===== config.mk =====
export PLATFORM = sky130hd
export DESIGN_NAME = usbpm_suspend_ctrl
export DESIGN_NICKNAME = d
export VERILOG_FILES = /design/src/rtl/usbpm_pkg.sv /design/src/rtl/usbpm_idle_timer.sv /design/src/rtl/usbpm_power_seq.sv /design/src/rtl/usbpm_irq_regs.sv /design/src/rtl/usbpm_suspend_ctrl.sv
export SDC_FILE = /design/constraint.sdc
export NUM_CORES = 1
export LEC_CHECK = 0
export BUFFER_PORTS_ARGS = -buffer_cell sky130_fd_sc_hd__buf_2
export CELL_PAD_IN_SITES_DETAIL_PLACEMENT = 1
export CELL_PAD_IN_SITES_GLOBAL_PLACEMENT = 1
export CORE_ASPECT_RATIO = 1.25
export CORE_UTILIZATION = 40
export DETAILED_ROUTE_END_ITERATION = 8
export GPL_ROUTABILITY_DRIVEN = 0
export HOLD_SLACK_MARGIN = 0.12
export PLACE_DENSITY = 0.77
export RECOVER_POWER = 25
export SLEW_MARGIN = 20
export SYNTH_ARGS = -nofsm -noshare
export SYNTH_HDL_FRONTEND = slang
export SYNTH_SLANG_ARGS = --single-unit

===== constraint.sdc =====
create_clock -name clk -period 1.75 [get_ports clk]
set_input_delay 0.175 -clock clk [delete_from_list [all_inputs] [get_ports clk]]
set_output_delay 0.175 -clock clk [all_outputs]
set_load 0.01 [all_outputs]

===== src/rtl/usbpm_pkg.sv =====
package usbpm_pkg;

    localparam int REG_AW = 2;
    localparam int REG_DW = 8;

    localparam logic [REG_AW-1:0] ADDR_FLAGS = 2'd0;
    localparam logic [REG_AW-1:0] ADDR_ENAB  = 2'd1;
    localparam logic [REG_AW-1:0] ADDR_CTRL  = 2'd2;

    localparam int CTRL_GIE_BIT = 0;
    localparam int CTRL_PD_BIT  = 1;

    typedef enum logic [1:0] {
        LN_SE0 = 2'b00,
        LN_K   = 2'b01,
        LN_J   = 2'b10,
        LN_SE1 = 2'b11
    } line_e;

    typedef enum logic [1:0] {
        PS_LOCK = 2'd0,
        PS_RUN  = 2'd1,
        PS_DOWN = 2'd2
    } pwr_state_e;

    typedef struct packed {
        logic oscok;
        logic susp;
    } irq_vec_t;

    typedef struct packed {
        logic              en;
        logic [REG_AW-1:0] addr;
        logic [REG_DW-1:0] data;
    } reg_wr_t;

    function automatic line_e decode_line(input logic dp, input logic dm);
        return line_e'({dp, dm});
    endfunction

    function automatic irq_vec_t data_to_irq(input logic [REG_DW-1:0] d);
        irq_vec_t v;
        v.susp  = d[0];
        v.oscok = d[1];
        return v;
    endfunction

endpackage


===== src/rtl/usbpm_idle_timer.sv =====
module usbpm_idle_timer
    import usbpm_pkg::*;
#(
    parameter int IDLE_TICKS = 3000
) (
    input  logic  clk,
    input  logic  rst,
    input  logic  tick,
    input  line_e line,
    output logic  idle_hit,
    output logic  bus_act
);
    localparam int CW = $clog2(IDLE_TICKS + 1);
    localparam logic [CW-1:0] LAST = CW'(IDLE_TICKS - 1);
    localparam logic [CW-1:0] TERM = CW'(IDLE_TICKS);

    logic [CW-1:0] cnt_q;

    assign bus_act  = (line != LN_J);
    assign idle_hit = !bus_act && tick && (cnt_q == LAST);

    always_ff @(posedge clk) begin
        if (rst) begin
            cnt_q <= '0;
        end else if (bus_act) begin
            cnt_q <= '0;
        end else if (tick && cnt_q != TERM) begin
            cnt_q <= cnt_q + 1'b1;
        end
    end

    AST_IDLE_BOUND: assert property (@(posedge clk) disable iff (rst)
        cnt_q <= TERM);
    AST_ACT_RESTART: assert property (@(posedge clk) disable iff (rst)
        bus_act |=> cnt_q == '0);
    AST_HIT_SINGLE: assert property (@(posedge clk) disable iff (rst)
        idle_hit |=> !idle_hit);

endmodule


===== src/rtl/usbpm_power_seq.sv =====
module usbpm_power_seq
    import usbpm_pkg::*;
#(
    parameter int LOCK_TICKS = 16
) (
    input  logic clk,
    input  logic rst,
    input  logic tick,
    input  logic bus_act,
    input  logic spi_active,
    input  logic pd_req,
    output logic osc_en,
    output logic pwr_down,
    output logic lock_done
);
    localparam int LW = $clog2(LOCK_TICKS + 1);
    localparam logic [LW-1:0] LAST = LW'(LOCK_TICKS - 1);

    pwr_state_e    state_q;
    logic [LW-1:0] lcnt_q;
    logic          wake;

    assign wake      = bus_act || spi_active;
    assign lock_done = (state_q == PS_LOCK) && tick && (lcnt_q == LAST);
    assign osc_en    = (state_q != PS_DOWN);
    assign pwr_down  = (state_q == PS_DOWN);

    always_ff @(posedge clk) begin
        if (rst) begin
            state_q <= PS_LOCK;
            lcnt_q  <= '0;
        end else begin
            unique case (state_q)
                PS_LOCK: begin
                    if (lock_done) begin
                        state_q <= PS_RUN;
                        lcnt_q  <= '0;
                    end else if (tick) begin
                        lcnt_q <= lcnt_q + 1'b1;
                    end
                end
                PS_RUN: begin
                    if (pd_req) state_q <= PS_DOWN;
                end
                PS_DOWN: begin
                    if (wake) begin
                        state_q <= PS_LOCK;
                        lcnt_q  <= '0;
                    end
                end
                default: begin
                    state_q <= PS_LOCK;
                    lcnt_q  <= '0;
                end
            endcase
        end
    end

    AST_NO_AUTO_DOWN: assert property (@(posedge clk) disable iff (rst)
        (state_q == PS_RUN && !pd_req) |=> !pwr_down);
    AST_WAKE_OSC: assert property (@(posedge clk) disable iff (rst)
        (pwr_down && wake) |=> osc_en && lcnt_q == '0);
    AST_LOCK_HOLDS: assert property (@(posedge clk) disable iff (rst)
        (state_q == PS_LOCK && !lock_done) |=> state_q == PS_LOCK);

endmodule


===== src/rtl/usbpm_irq_regs.sv =====
module usbpm_irq_regs
    import usbpm_pkg::*;
(
    input  logic     clk,
    input  logic     rst,
    input  reg_wr_t  wr,
    input  irq_vec_t set_vec,
    output irq_vec_t flags,
    output logic     pd_req,
    output logic     int_n
);
    irq_vec_t flags_q;
    irq_vec_t en_q;
    logic     gie_q;
    irq_vec_t clr_vec;

    assign clr_vec = (wr.en && wr.addr == ADDR_FLAGS) ? data_to_irq(wr.data) : '0;
    assign pd_req  = wr.en && (wr.addr == ADDR_CTRL) && wr.data[CTRL_PD_BIT];
    assign flags   = flags_q;
    assign int_n   = !(gie_q && |(flags_q & en_q));

    always_ff @(posedge clk) begin
        if (rst) begin
            flags_q <= '0;
            en_q    <= '0;
            gie_q   <= 1'b0;
        end else begin
            flags_q <= (flags_q & ~clr_vec) | set_vec;
            if (wr.en && wr.addr == ADDR_ENAB) en_q <= data_to_irq(wr.data);
            if (wr.en && wr.addr == ADDR_CTRL) gie_q <= wr.data[CTRL_GIE_BIT];
        end
    end

    AST_FLAG_STICKY: assert property (@(posedge clk) disable iff (rst)
        (flags_q.susp && !clr_vec.susp) |=> flags_q.susp);
    AST_SET_LANDS: assert property (@(posedge clk) disable iff (rst)
        set_vec.oscok |=> flags_q.oscok);
    AST_INT_HAS_SOURCE: assert property (@(posedge clk) disable iff (rst)
        !int_n |-> (flags_q != '0));

endmodule


===== src/rtl/usbpm_suspend_ctrl.sv =====
module usbpm_suspend_ctrl
    import usbpm_pkg::*;
#(
    parameter int IDLE_TICKS = 3000,
    parameter int LOCK_TICKS = 16
) (
    input  logic              clk,
    input  logic              rst,
    input  logic              tick_1us,
    input  logic              bus_dp,
    input  logic              bus_dm,
    input  logic              spi_active,
    input  logic              reg_wr_en,
    input  logic [REG_AW-1:0] reg_wr_addr,
    input  logic [REG_DW-1:0] reg_wr_data,
    output logic              osc_en,
    output logic              pwr_down,
    output logic [1:0]        irq_flags,
    output logic              int_n
);
    line_e    line;
    logic     idle_hit;
    logic     bus_act;
    logic     pd_req;
    logic     lock_done;
    reg_wr_t  wr;
    irq_vec_t set_vec;
    irq_vec_t flags;

    assign line          = decode_line(bus_dp, bus_dm);
    assign wr.en         = reg_wr_en;
    assign wr.addr       = reg_wr_addr;
    assign wr.data       = reg_wr_data;
    assign set_vec.susp  = idle_hit;
    assign set_vec.oscok = lock_done;
    assign irq_flags     = flags;

    usbpm_idle_timer #(.IDLE_TICKS(IDLE_TICKS)) u_idle (
        .clk      (clk),
        .rst      (rst),
        .tick     (tick_1us),
        .line     (line),
        .idle_hit (idle_hit),
        .bus_act  (bus_act)
    );

    usbpm_power_seq #(.LOCK_TICKS(LOCK_TICKS)) u_pwr (
        .clk        (clk),
        .rst        (rst),
        .tick       (tick_1us),
        .bus_act    (bus_act),
        .spi_active (spi_active),
        .pd_req     (pd_req),
        .osc_en     (osc_en),
        .pwr_down   (pwr_down),
        .lock_done  (lock_done)
    );

    usbpm_irq_regs u_regs (
        .clk     (clk),
        .rst     (rst),
        .wr      (wr),
        .set_vec (set_vec),
        .flags   (flags),
        .pd_req  (pd_req),
        .int_n   (int_n)
    );

    AST_DOWN_HOLDS_INT: assert property (@(posedge clk) disable iff (rst)
        ($past(pwr_down) && pwr_down && !reg_wr_en && !$past(reg_wr_en)) |-> $stable(int_n));

endmodule


==> flow_metrics.env <==
export IMPL_fin_crit_sh_pct=89.6
export IMPL_p_comb_share_pct=6.2
export IMPL_met3_usage_pct=2.68
export IMPL_synth_xor_area_share_pct=7.37
export IMPL_seq_area_um2=480
export IMPL_cts_tree="yes"
export IMPL_root_buffer="clkbuf_4"
export IMPL_final_min_clock_period_ps=1570
export IMPL_grt_pass1_vias=1076
export IMPL_mostFrequentLayoutCells="dfxtp_1 (24), nor2_1 (20), nand2_1 (14)"
export IMPL_start_util_pct=43.1
export IMPL_synth_nets=158
export IMPL_relSlewSlack_pct=64.4
export IMPL_grt_util_met1_pct=19.0
export IMPL_die_area_mm2=0.00319
export IMPL_power_switching_uw=211
export IMPL_path_clk_slew_ps=130
export IMPL_timing_fmax_ghz=0.638
export IMPL_coreArea_mm2=0.00276
export IMPL_wire_per_inst_um=14.7
export IMPL_fillers=344
export IMPL_synth_compound_area_share_pct=9.16
export IMPL_tightest_slew_ps=529
export IMPL_path_class="flip-flop to flip-flop"
export IMPL_ys_warn_count=0
export IMPL_cp_required_ps=1970
export IMPL_final_common_cell="dfxtp_1"
export IMPL_viasPerCell=5.64
export IMPL_drive_gt1_share_pct=14.6
export IMPL_multi_input_area_um2=677
export IMPL_finalPower_uw=1020
export IMPL_postRouteWirelength_mm=2.81
export IMPL_setup_viol=0
export IMPL_holdWs_ps=132
export IMPL_synth_area_mux_share_pct=3.37
export IMPL_reg2reg_depth=5
export IMPL_grtUsageTotal_pct=18.6
export IMPL_whs_endpoint="u_regs.en_q[1]"
export IMPL_ir_drop_uv=482
export IMPL_clk_latency_ps=320
export IMPL_num_io_pins=22
export IMPL_hpwl_mm=2.18
export IMPL_rsz0062_at_grt="no"
export IMPL_htree_levels=1
export IMPL_layoutNonFillerInstCount=191
export IMPL_num_rows=21
export IMPL_outcome="finished, final reports clean"
export IMPL_grt_busiest_layer="met2"
export IMPL_syn_area_mm2=0.00119
export IMPL_grt_max_degree=15
export IMPL_swShare_pct=20.6
export IMPL_preCtsSetupSlack_ps=198
export IMPL_finalNetCount=178
export IMPL_first_iter_violations=6
export IMPL_synthCells=138
export IMPL_final_hold_violation_count=0
export IMPL_cp_end_kind="flip-flop"
export IMPL_cts_post_setup_buffers_inserted=0
export IMPL_synth_seq_cells=24
export IMPL_ant_nets=0
export IMPL_antenna_found_initial=0
export IMPL_port_buffers=15
export IMPL_cts_buffers=3
export IMPL_place_inst=186
export IMPL_slew_viol_final=0
export IMPL_clockBufferDepth=2
export IMPL_p_per_area_mw_per_mm2=751
export IMPL_avgSynthCellArea_um2=8.61
export IMPL_area_growth_pct=14.7
export IMPL_die_h_um=62.9
export IMPL_hp_class="input port to flip-flop"
export IMPL_die_w_um=50.8
export IMPL_worstHoldStart="reg_wr_data[1]"
export IMPL_synth_simple_area_share_pct=34.0
export IMPL_cp_data_arrival_time_ps=1790
export IMPL_clkPwrFrac_pct=39.2
export IMPL_power_leakage_uw=0.000526
export IMPL_ys_types=41
export IMPL_crit_path_start="u_pwr.lcnt_q[0]"
export IMPL_clock_sinks=24
export IMPL_cap_violations=0
export IMPL_grt_overflow_total=0
export IMPL_start_kind="flip-flop"
export IMPL_r2r_start="u_pwr.lcnt_q[0]"
export IMPL_grt_use_met2_pct=35.8
export IMPL_worst_slack_ps=182
export IMPL_ys_seq_area_share_pct=40.4
export IMPL_drc=0
export IMPL_r2r_end="u_pwr.lcnt_q[3]"
export IMPL_fin_skew_ps=2.74
export IMPL_synth_adder_area_share_pct=3.16
export IMPL_r2r_slack_ps=180
export IMPL_tns_ps=0
export IMPL_power_frac_seq_pct=54.6
export IMPL_grt_pass1_wl_mm=4.55
export IMPL_critPathMaxFanout=5
export IMPL_synth_top_family_by_area="simple AND/OR/NAND/NOR gates"
export IMPL_p_int_uw=814
export IMPL_diodes=0
export IMPL_drt_first_pass_iters=4
export IMPL_holdPathStages=3
export IMPL_num_vias=1078
per-layer routing:
metal | wire, um | share of wire [%]
met1 | 1180 | 42
met2 | 1530 | 54
met3 | 55 | 2.0
met4 | 48 | 1.7
met5 | 0 | 0
critical path, cell delays in order (launching register included):
cell     delay (ps)
dfxtp_1         410
ha_1            180
nand3_1         130
nor3_1          390
a211o_1         290
nor2_1           70
stage by stage:
step           area (um^2)  util [%]
6_report              1360      49.4
5_1_grt               1360      49.4
3_5_place_dp          1310      47.3
2_1_floorplan         1190         -
3_3_place_gp          1310      47.3
4_1_cts               1370      49.6
cell usage after synthesis (all sizes together):
cell type,n,area [um^2]
or3b,2,17.5
o211ai,2,15.0
or4bb,1,11.3
or4,1,7.51
mux2i,4,40.0
nor4b,1,15.0
a221oi,1,8.76
a211o,1,8.76
and2,2,13.8
nor3,1,5.00
o21ai,3,15.0
nor2,20,75.1
and3b,1,8.76
xor2,8,70.1
o22ai,1,6.26
o21a,1,8.76
nor4,3,18.8
a22o,1,8.76
a22oi,1,7.51
and4,1,11.3
inv,6,22.5
nand4,6,37.5
nand3,4,20.0
nand4b,1,8.76
and3,3,20.0
nand4bb,1,11.3
xnor2,2,17.5
nand3b,1,7.51
a21oi,6,30.0
or3,3,20.0
or2,1,6.26
dfxtp,24,480
nor3b,3,22.5
nand2,14,52.6
clkbuf,2,7.51
nand2b,1,6.26
or2b,1,7.51
ha,3,37.5
layout make-up:
| type | instances | area share, % |
|---|---|---|
| clock buffer | 3 | 1.65 |
| clock inverter | 1 | 2.20 |
| inverter | 6 | 1.65 |
| multi-input combinational | 106 | 49.6 |
| sequential | 24 | 35.2 |
| tap | 34 | 3.12 |
| timing repair buffer | 17 | 6.51 |
sequential cells by signal, indices dropped and copies added, names as in the netlist:
signal,flops
u_regs.en_q,2
u_pwr.state_q,2
u_regs.flags,2
u_pwr.lcnt_q,5
u_regs.gie_q,1
u_idle.cnt_q,12
logic make-up after synthesis:
| group | count (synthesis) |
|---|---|
| xor gates and xnor gates | 10 |
| buffers and inverters | 8 |
| DFF | 24 |
| adders and majority gates | 3 |
| muxes | 4 |
| AOI/OAI and AO/OA | 17 |
| and+or+nand+nor | 72 |
power groups by stage:
stage	Clock, uW	Sequential, uW	Combinational, uW
final	402	559	63.1
after global routing	437	561	69.4
after CTS	415	560	63.5
after detailed placement	0	572	61.3
after global placement	0	571	59.0
after floorplan	0	570	34.7
what timing repair did:
action                                 CTS  global route
resized for setup                        0             0
endpoints found under the hold margin    1             0
hold buffers                             1             0
worst max path at each step:
stage                                  to  slack [ps]  cells past startpoint
after floorplan           u_pwr.lcnt_q[2]         390                      4
after global placement    u_pwr.lcnt_q[1]         260                      5
after detailed placement  u_pwr.lcnt_q[3]         200                      5
after CTS                 u_idle.cnt_q[0]         170                      6
after global routing      u_idle.cnt_q[0]          50                      6
final                     u_pwr.lcnt_q[3]         180                      5
No activity file was read; power rests on OpenSTA's default activity.
